## config.mk

```make
export PLATFORM = sky130hd
export DESIGN_NAME = irq_agg
export DESIGN_NICKNAME = d
export VERILOG_FILES = /design/src/rtl/irq_agg_pkg.sv /design/src/rtl/irq_agg_edge.sv /design/src/rtl/irq_agg_regs.sv /design/src/rtl/irq_agg_status.sv /design/src/rtl/irq_agg.sv
export SDC_FILE = /design/constraint.sdc
export NUM_CORES = 1
export LEC_CHECK = 0
export ABC_AREA = 1
export BUFFER_PORTS_ARGS = -buffer_cell sky130_fd_sc_hd__buf_2
export CORE_MARGIN = 2
export CORE_UTILIZATION = 25
export CTS_BUF_LIST = sky130_fd_sc_hd__clkbuf_2
export DETAILED_ROUTE_END_ITERATION = 8
export PLACE_DENSITY = 0.49
export SYNTH_ARGS = -nofsm -noshare
export SYNTH_HDL_FRONTEND = slang
export SYNTH_SLANG_ARGS = --single-unit
```

## constraint.sdc

```tcl
create_clock -name clk -period 1.2 [get_ports clk]
set_clock_uncertainty 0.1 [all_clocks]
set_input_delay 0.18 -clock clk [delete_from_list [all_inputs] [get_ports clk]]
set_output_delay 0.18 -clock clk [all_outputs]
set_load 0.01 [all_outputs]
```

## src/rtl/irq_agg_pkg.sv

```systemverilog
package irq_agg_pkg;

    localparam int BYTE_W = 8;
    localparam int STAT_W = 12;
    localparam int HI_W   = STAT_W - BYTE_W;

    // register addresses
    localparam int A_MASK_LO = 0;
    localparam int A_MASK_HI = 1;
    localparam int A_STAT_LO = 2;
    localparam int A_STAT_HI = 3;
    localparam int A_ACK_LO  = 4;
    localparam int A_ACK_HI  = 5;

    // status bit positions of the event sources
    localparam int B_TICK  = 8;
    localparam int B_ALARM = 9;
    localparam int B_ERR   = 10;
    localparam int B_BTN   = 11;

    localparam logic [STAT_W-1:0] MASK_RST = {STAT_W{1'b1}};

endpackage

```

## src/rtl/irq_agg_edge.sv

```systemverilog
module irq_agg_edge #(
    parameter int N = 1
) (
    input  logic         clk,
    input  logic         rst_n,
    input  logic [N-1:0] level,
    output logic [N-1:0] rise
);

    typedef struct packed {
        logic [N-1:0] prev;
    } edge_st_t;

    edge_st_t st_d, st_q;

    always_comb begin
        st_d      = st_q;
        st_d.prev = level;
        rise      = level & ~st_q.prev;
    end

    always_ff @(posedge clk or negedge rst_n) begin
        if (!rst_n) st_q <= '0;
        else        st_q <= st_d;
    end

endmodule

```

## src/rtl/irq_agg_regs.sv

```systemverilog
module irq_agg_regs
    import irq_agg_pkg::*;
#(
    parameter int ADDR_W = 4
) (
    input  logic              clk,
    input  logic              rst_n,
    input  logic [ADDR_W-1:0] addr,
    input  logic              wr_en,
    input  logic [BYTE_W-1:0] wr_data,
    input  logic [STAT_W-1:0] status,
    output logic [STAT_W-1:0] mask,
    output logic [STAT_W-1:0] clr_vec,
    output logic [BYTE_W-1:0] rd_data
);

    localparam logic [ADDR_W-1:0] AD_MLO = ADDR_W'(A_MASK_LO);
    localparam logic [ADDR_W-1:0] AD_MHI = ADDR_W'(A_MASK_HI);
    localparam logic [ADDR_W-1:0] AD_SLO = ADDR_W'(A_STAT_LO);
    localparam logic [ADDR_W-1:0] AD_SHI = ADDR_W'(A_STAT_HI);
    localparam logic [ADDR_W-1:0] AD_ALO = ADDR_W'(A_ACK_LO);
    localparam logic [ADDR_W-1:0] AD_AHI = ADDR_W'(A_ACK_HI);
    localparam int PAD_W = BYTE_W - HI_W;

    typedef struct packed {
        logic [STAT_W-1:0] mask;
    } regs_st_t;

    regs_st_t st_d, st_q;

    always_comb begin
        st_d    = st_q;
        clr_vec = '0;
        if (wr_en) begin
            unique case (addr)
                AD_MLO:  st_d.mask[BYTE_W-1:0]      = wr_data;
                AD_MHI:  st_d.mask[STAT_W-1:BYTE_W] = wr_data[HI_W-1:0];
                AD_ALO:  clr_vec[BYTE_W-1:0]        = wr_data;
                AD_AHI:  clr_vec[STAT_W-1:BYTE_W]   = wr_data[HI_W-1:0];
                default: ;
            endcase
        end
    end

    always_comb begin
        unique case (addr)
            AD_MLO:  rd_data = st_q.mask[BYTE_W-1:0];
            AD_MHI:  rd_data = {{PAD_W{1'b0}}, st_q.mask[STAT_W-1:BYTE_W]};
            AD_SLO:  rd_data = status[BYTE_W-1:0];
            AD_SHI:  rd_data = {{PAD_W{1'b0}}, status[STAT_W-1:BYTE_W]};
            default: rd_data = '0;
        endcase
    end

    assign mask = st_q.mask;

    always_ff @(posedge clk or negedge rst_n) begin
        if (!rst_n) st_q.mask <= MASK_RST;
        else        st_q      <= st_d;
    end

endmodule

```

## src/rtl/irq_agg_status.sv

```systemverilog
module irq_agg_status
    import irq_agg_pkg::*;
(
    input  logic              clk,
    input  logic              rst_n,
    input  logic [STAT_W-1:0] set_vec,
    input  logic [STAT_W-1:0] clr_vec,
    input  logic [STAT_W-1:0] mask,
    output logic [STAT_W-1:0] status,
    output logic              irq
);

    typedef struct packed {
        logic [STAT_W-1:0] status;
        logic              irq;
    } stat_st_t;

    stat_st_t st_d, st_q;

    always_comb begin
        st_d        = st_q;
        // set takes precedence over clear
        st_d.status = (st_q.status & ~clr_vec) | set_vec;
        st_d.irq    = |(st_q.status & ~mask);
    end

    assign status = st_q.status;
    assign irq    = st_q.irq;

    always_ff @(posedge clk or negedge rst_n) begin
        if (!rst_n) st_q <= '0;
        else        st_q <= st_d;
    end

endmodule

```

## src/rtl/irq_agg.sv

```systemverilog
module irq_agg
    import irq_agg_pkg::*;
#(
    parameter int ADDR_W = 4
) (
    input  logic              clk,
    input  logic              rst_n,
    input  logic [ADDR_W-1:0] addr,
    input  logic              wr_en,
    input  logic [BYTE_W-1:0] wr_data,
    output logic [BYTE_W-1:0] rd_data,
    input  logic              tick_evt,
    input  logic              alarm_evt,
    input  logic              upd_err_evt,
    input  logic              button_in,
    output logic              irq
);

    logic              btn_rise;
    logic [STAT_W-1:0] set_vec;
    logic [STAT_W-1:0] clr_vec;
    logic [STAT_W-1:0] mask_w;
    logic [STAT_W-1:0] status_w;

    irq_agg_edge #(.N(1)) u_edge (
        .clk   (clk),
        .rst_n (rst_n),
        .level (button_in),
        .rise  (btn_rise)
    );

    always_comb begin
        set_vec          = '0;
        set_vec[B_TICK]  = tick_evt;
        set_vec[B_ALARM] = alarm_evt;
        set_vec[B_ERR]   = upd_err_evt;
        set_vec[B_BTN]   = btn_rise;
    end

    irq_agg_regs #(.ADDR_W(ADDR_W)) u_regs (
        .clk     (clk),
        .rst_n   (rst_n),
        .addr    (addr),
        .wr_en   (wr_en),
        .wr_data (wr_data),
        .status  (status_w),
        .mask    (mask_w),
        .clr_vec (clr_vec),
        .rd_data (rd_data)
    );

    irq_agg_status u_status (
        .clk     (clk),
        .rst_n   (rst_n),
        .set_vec (set_vec),
        .clr_vec (clr_vec),
        .mask    (mask_w),
        .status  (status_w),
        .irq     (irq)
    );

endmodule

```

; ---- Word level (Yosys, flattened, before mapping)
; Index checks and enable logic that the tools add are counted.
[totals]
register_bits = 26
in_bits = 19
output_inout_bits = 9
wordCells = 25
[op_classes]
eq_ne = 5
mux = 4
bitwise_logic = 7
reduce_logical = 4
[ops]
columns = op, n
row1 = $pmux W8 S4, 1
row2 = $and A12 B12 Y12, 2
row3 = $not A12 Y12, 2
row4 = $mux W12, 1
row5 = $or A12 B12 Y12, 1
row6 = $reduce_or A12 Y1, 1
row7 = $eq A4 B2 Y1 const B, 2
row8 = $eq A4 B3 Y1 const B, 2
row9 = $mux W8, 1
row10 = $eq A4 B1 Y1 const B, 1
row11 = $logic_not A4 Y1, 1
row12 = $mux W4, 1
row13 = $reduce_and A2 Y1, 2
row14 = $and A1 B1 Y1, 1
row15 = $not A1 Y1, 1

; ---- Logic depth before layout (Yosys ltp)
[logic_depth]
depth_word = 6
ltp_mapped = 6
depth_no_buf = 6

; ---- By module
; Synthesis repeated with hierarchy kept, for this count alone.
[hier_totals]
hier_cells = 204
area_unflattened_um2 = 1457.6
[by_module_without_submodules]
columns = mod, n_inst, cells_per_inst, area_each_um2, seq_area_each_um2
row1 = irq_agg_regs, 1, 131, 835.8, 315.3
row2 = irq_agg_status, 1, 69, 583.1, 325.3
row3 = irq_agg_edge, 1, 3, 35.0, 25.0
row4 = irq_agg, 1, 1, 3.8, 0.0

; ---- Worst setup path before layout
; Ideal clock, no wire load.
[synth_timing]
kind = in2out
start = input addr[3]
end = output rd_data[4]
arrival_ps = 876
t_required_ps = 920
slack_ps = 44
cell_stages = 4
path_buffers = 1
cell_sequence = nor2_4 -> buf_4 -> nand2_1 -> o21ai_0
[synth_between]
elab_chain_cells = 2
elab_cells_between_ends = 5
classes_between = 3 x eq/ne / 1 x mux / 1 x reduce/logical
[synth_lines]
columns = element, line
row1 = "start, declared", irq_agg.sv:8  ; input logic [ADDR_W-1:0] addr,
row2 = $eq A4 B2 Y1 (tied with other cells), irq_agg_regs.sv:46  ; unique case (addr)
row3 = $pmux W8 S4 (*), irq_agg_regs.sv:46
row4 = "end, declared", irq_agg.sv:11  ; output logic [BYTE_W-1:0] rd_data,
; Every way passes the cells marked *; elsewhere a longest branch is shown, timed or not.

; ---- Worst setup path after layout
[layout_timing]
start = register u_regs.mask[11] (netlist name)
end = output rd_data[3]
[layout_between]
elab_chain_cells = 1
[layout_lines]
columns = element, line
row1 = $pmux W8 S4, irq_agg_regs.sv:46
; Every way passes these cells.

==> results.yml <==
logic_synthesis:
  ys_seq_area_share_pct: 45.7
  syn_avg_cell_area_sq_um: 7.48
  synth_top_cell_area_share_pct: 24.0
  yosys_register_bits: 26
  syn_inst: 195
  ys_warn_count: 0
  post_synth_instance_area_sq_mm: 0.00146
  synthTopCellsByArea: "dfrtp_1 (24%), dfstp_2 (22%), nand2_1 (17%)"
  yosys.area.top_type: "dfrtp_1"
  ys_types: 19
  synth_fp_nets: 214
critical_path:
  crit_arrival_ns: 1.31
  path_class: "flop to output pin"
  required_ns: 0.92
  slowest_delay_ns: 0.59
  worst-path-max-fanout: 2
  path_cells: "nand3_1, nand2_1, inv_1, nand2_1, buf_2"
  slowest_stage: "dfstp_2"
  cp-end-kind: "output pin"
  start_kind: "flop"
  path_common_cell: "nand2_1"
timing:
  setup_violations: 9
  timing.final.crit_share_pct: 133
  rsz0062_at_grt: "yes"
  slew_headroom_pct: 81.2
  min_period_ns: 1.59
  hold_viol: 0
  max_freq_mhz: 627
  slew_viol_final: 0
  setup_slack_ns: -0.395
  holdWs_ns: 0.0638
  tightest_slew_ns: 0.282
routing:
  ant_nets: 0
  wire_per_inst_um: 10.8
  via_per_inst: 4.15
  vias: 1353
  drc: 0
  firstDrtPassIters: 4
  drtIter0Drc: 65
  finalWirelength_mm: 3.54
layout:
  area_delta_synth_final_pct: 40.0
  final_cell_mix: "nand2_1 (63), inv_1 (34), buf_2 (27)"
  fillers: 615
  drive_above_1_share_pct: 35.4
  final_common_cell: "nand2_1"
  antennaDiodeCount: 0
  final_util_pct: 36.6
  regArea_sq_um: 666
  finalNetCount: 274
  multi_input_area_sq_um: 642
floorplan:
  top_level_ports: 28
  core_sq_mm: 0.00557
  die_h_um: 80.4
  die-area_sq_mm: 0.00646
  initial_core_util_pct: 26.2
  die_w_um: 80.4
  floorplan.rows: 27
clocking:
  clock-root-buffer: "clkbuf_2"
  cts_max_path_buffers: 2
  cts_tree: "yes"
  clk-insertion-delay-late_ns: 0.35
  clkSinkCount: 26
  cts.clk_slew.worst_paths_ns: 0.25
  cts_buffers: 3
  htree_levels: 1
place:
  hpwl_mm: 2.68
  portBuffers: 27
  gp_congestion: 0.773
hold_path:
  hold_class: "input port to asynchronous set/reset pin"
power:
  p_leak_nw: 1.11
  ir_worst_vdd_uv: 404
  powerDensity_mw_per_mm2: 1060
flow_run:
  drv_cap: 0
grt:
  overflow: 0
  antenna_found_initial: 0
  grt_usage_pct: 12.7
  first_global_vias: 1357
  grt_pass1_wl_mm: 6.41
  grt_max_degree: 24
outcome:
  failed_checks: "negative setup slack"
  status: "complete, but fails checks"
-- flip-flops by register name (all words and copies together) (netlist names) --
signal,flops
u_regs.mask,12
u_status.irq,1
u_status.status,12
u_edge.st_q,1
-- final cells by class --
cell class	count	area share, %
multi-input combinational	124	31.5
clock inverter	1	1.47
clock buffer	3	0.736
sequential	26	32.6
timing repair buffer	59	21.8
tap	72	4.41
inverter	41	7.54
-- metal layers --
layer | up-vias | global-route usage (%) | share of wire [%]
li1 | 716 | - | -
met1 | 606 | 18.7 | 49
met2 | 29 | 19.1 | 46
met3 | 2 | 1.35 | 4.1
met4 | 0 | 4.58 | 0.96
met5 | - | 0 | 0
-- timing repair --
item	in CTS	in global routing
setup endpoints to repair	9	10
hold buffers	13	0
endpoints found under the hold margin	47	0
resized for setup	11	12
setup buffers	7	3
pin swaps	9	6
-- kinds of logic (layout without fill, tap and decap cells) --
logic type	count (synthesis)	after routing	synth area share [%]
buffers and inverters	45	104	12.5
AO/OA/AOI/OAI	21	21	8.24
flip-flops	26	26	45.7
AND/OR/NAND/NOR	103	103	33.6
-- path summary, 6_finish.rpt --
check                                start               to  slack [ns]  depth (start not counted)
min in group clk                     wr_en  u_regs.mask[11]        0.12                          3
setup reg to reg            u_regs.mask[5]     u_status.irq           0                          6
setup / recovery           u_regs.mask[11]       rd_data[3]       -0.39                          5
max in group asynchronous            rst_n   u_regs.mask[9]        0.50                          3
hold / removal                       rst_n      u_edge.st_q        0.06                          2
hold reg to reg             u_regs.mask[7]   u_regs.mask[7]        0.39                          2
-- power breakdown --
| group | leakage, nW | internal (W) | switching (W) |
|---|---|---|---|
| sequential | 0.293 | 0.00103 | 0.0000591 |
| clock | 0.0266 | 0.000287 | 0.000268 |
| combinational | 0.791 | 0.000262 | 0.000256 |
-- stage by stage --
step	power (W)	setup WS (ns)	cells	TNS, ns	instance area [sq um]
after floorplan	0.00130	0.0437	195	0	1460
after global placement	0.00147	-0.126	301	-1.25	1760
after detailed placement	0.00147	-0.117	301	-1.11	1760
after CTS	0.00215	-0.433	325	-3.14	2000
after global routing	0.00231	-0.550	326	-3.94	2040
final	0.00216	-0.395	326	-2.78	2040
-- worst max-delay path, delay by kind of cell (launching register included) --
family,cells,cell delay [ns]
AND/OR/NAND/NOR,3,0.22
flip-flops,1,0.59
buffers and inverters,2,0.16
-- synthesized netlist by cell type --
library cell	n
buf_2	2
buf_4	1
buf_6	1
dfrtp_1	14
dfstp_2	12
inv_1	39
inv_2	2
nand2_1	67
nand2_2	1
nand3_1	21
nand3_2	1
nand3_4	1
nand3b_1	4
nor2_1	4
nor2_4	3
nor2_8	1
o21ai_0	13
o21ai_1	4
o21ai_2	4
(Power assumes the default switching activity.)
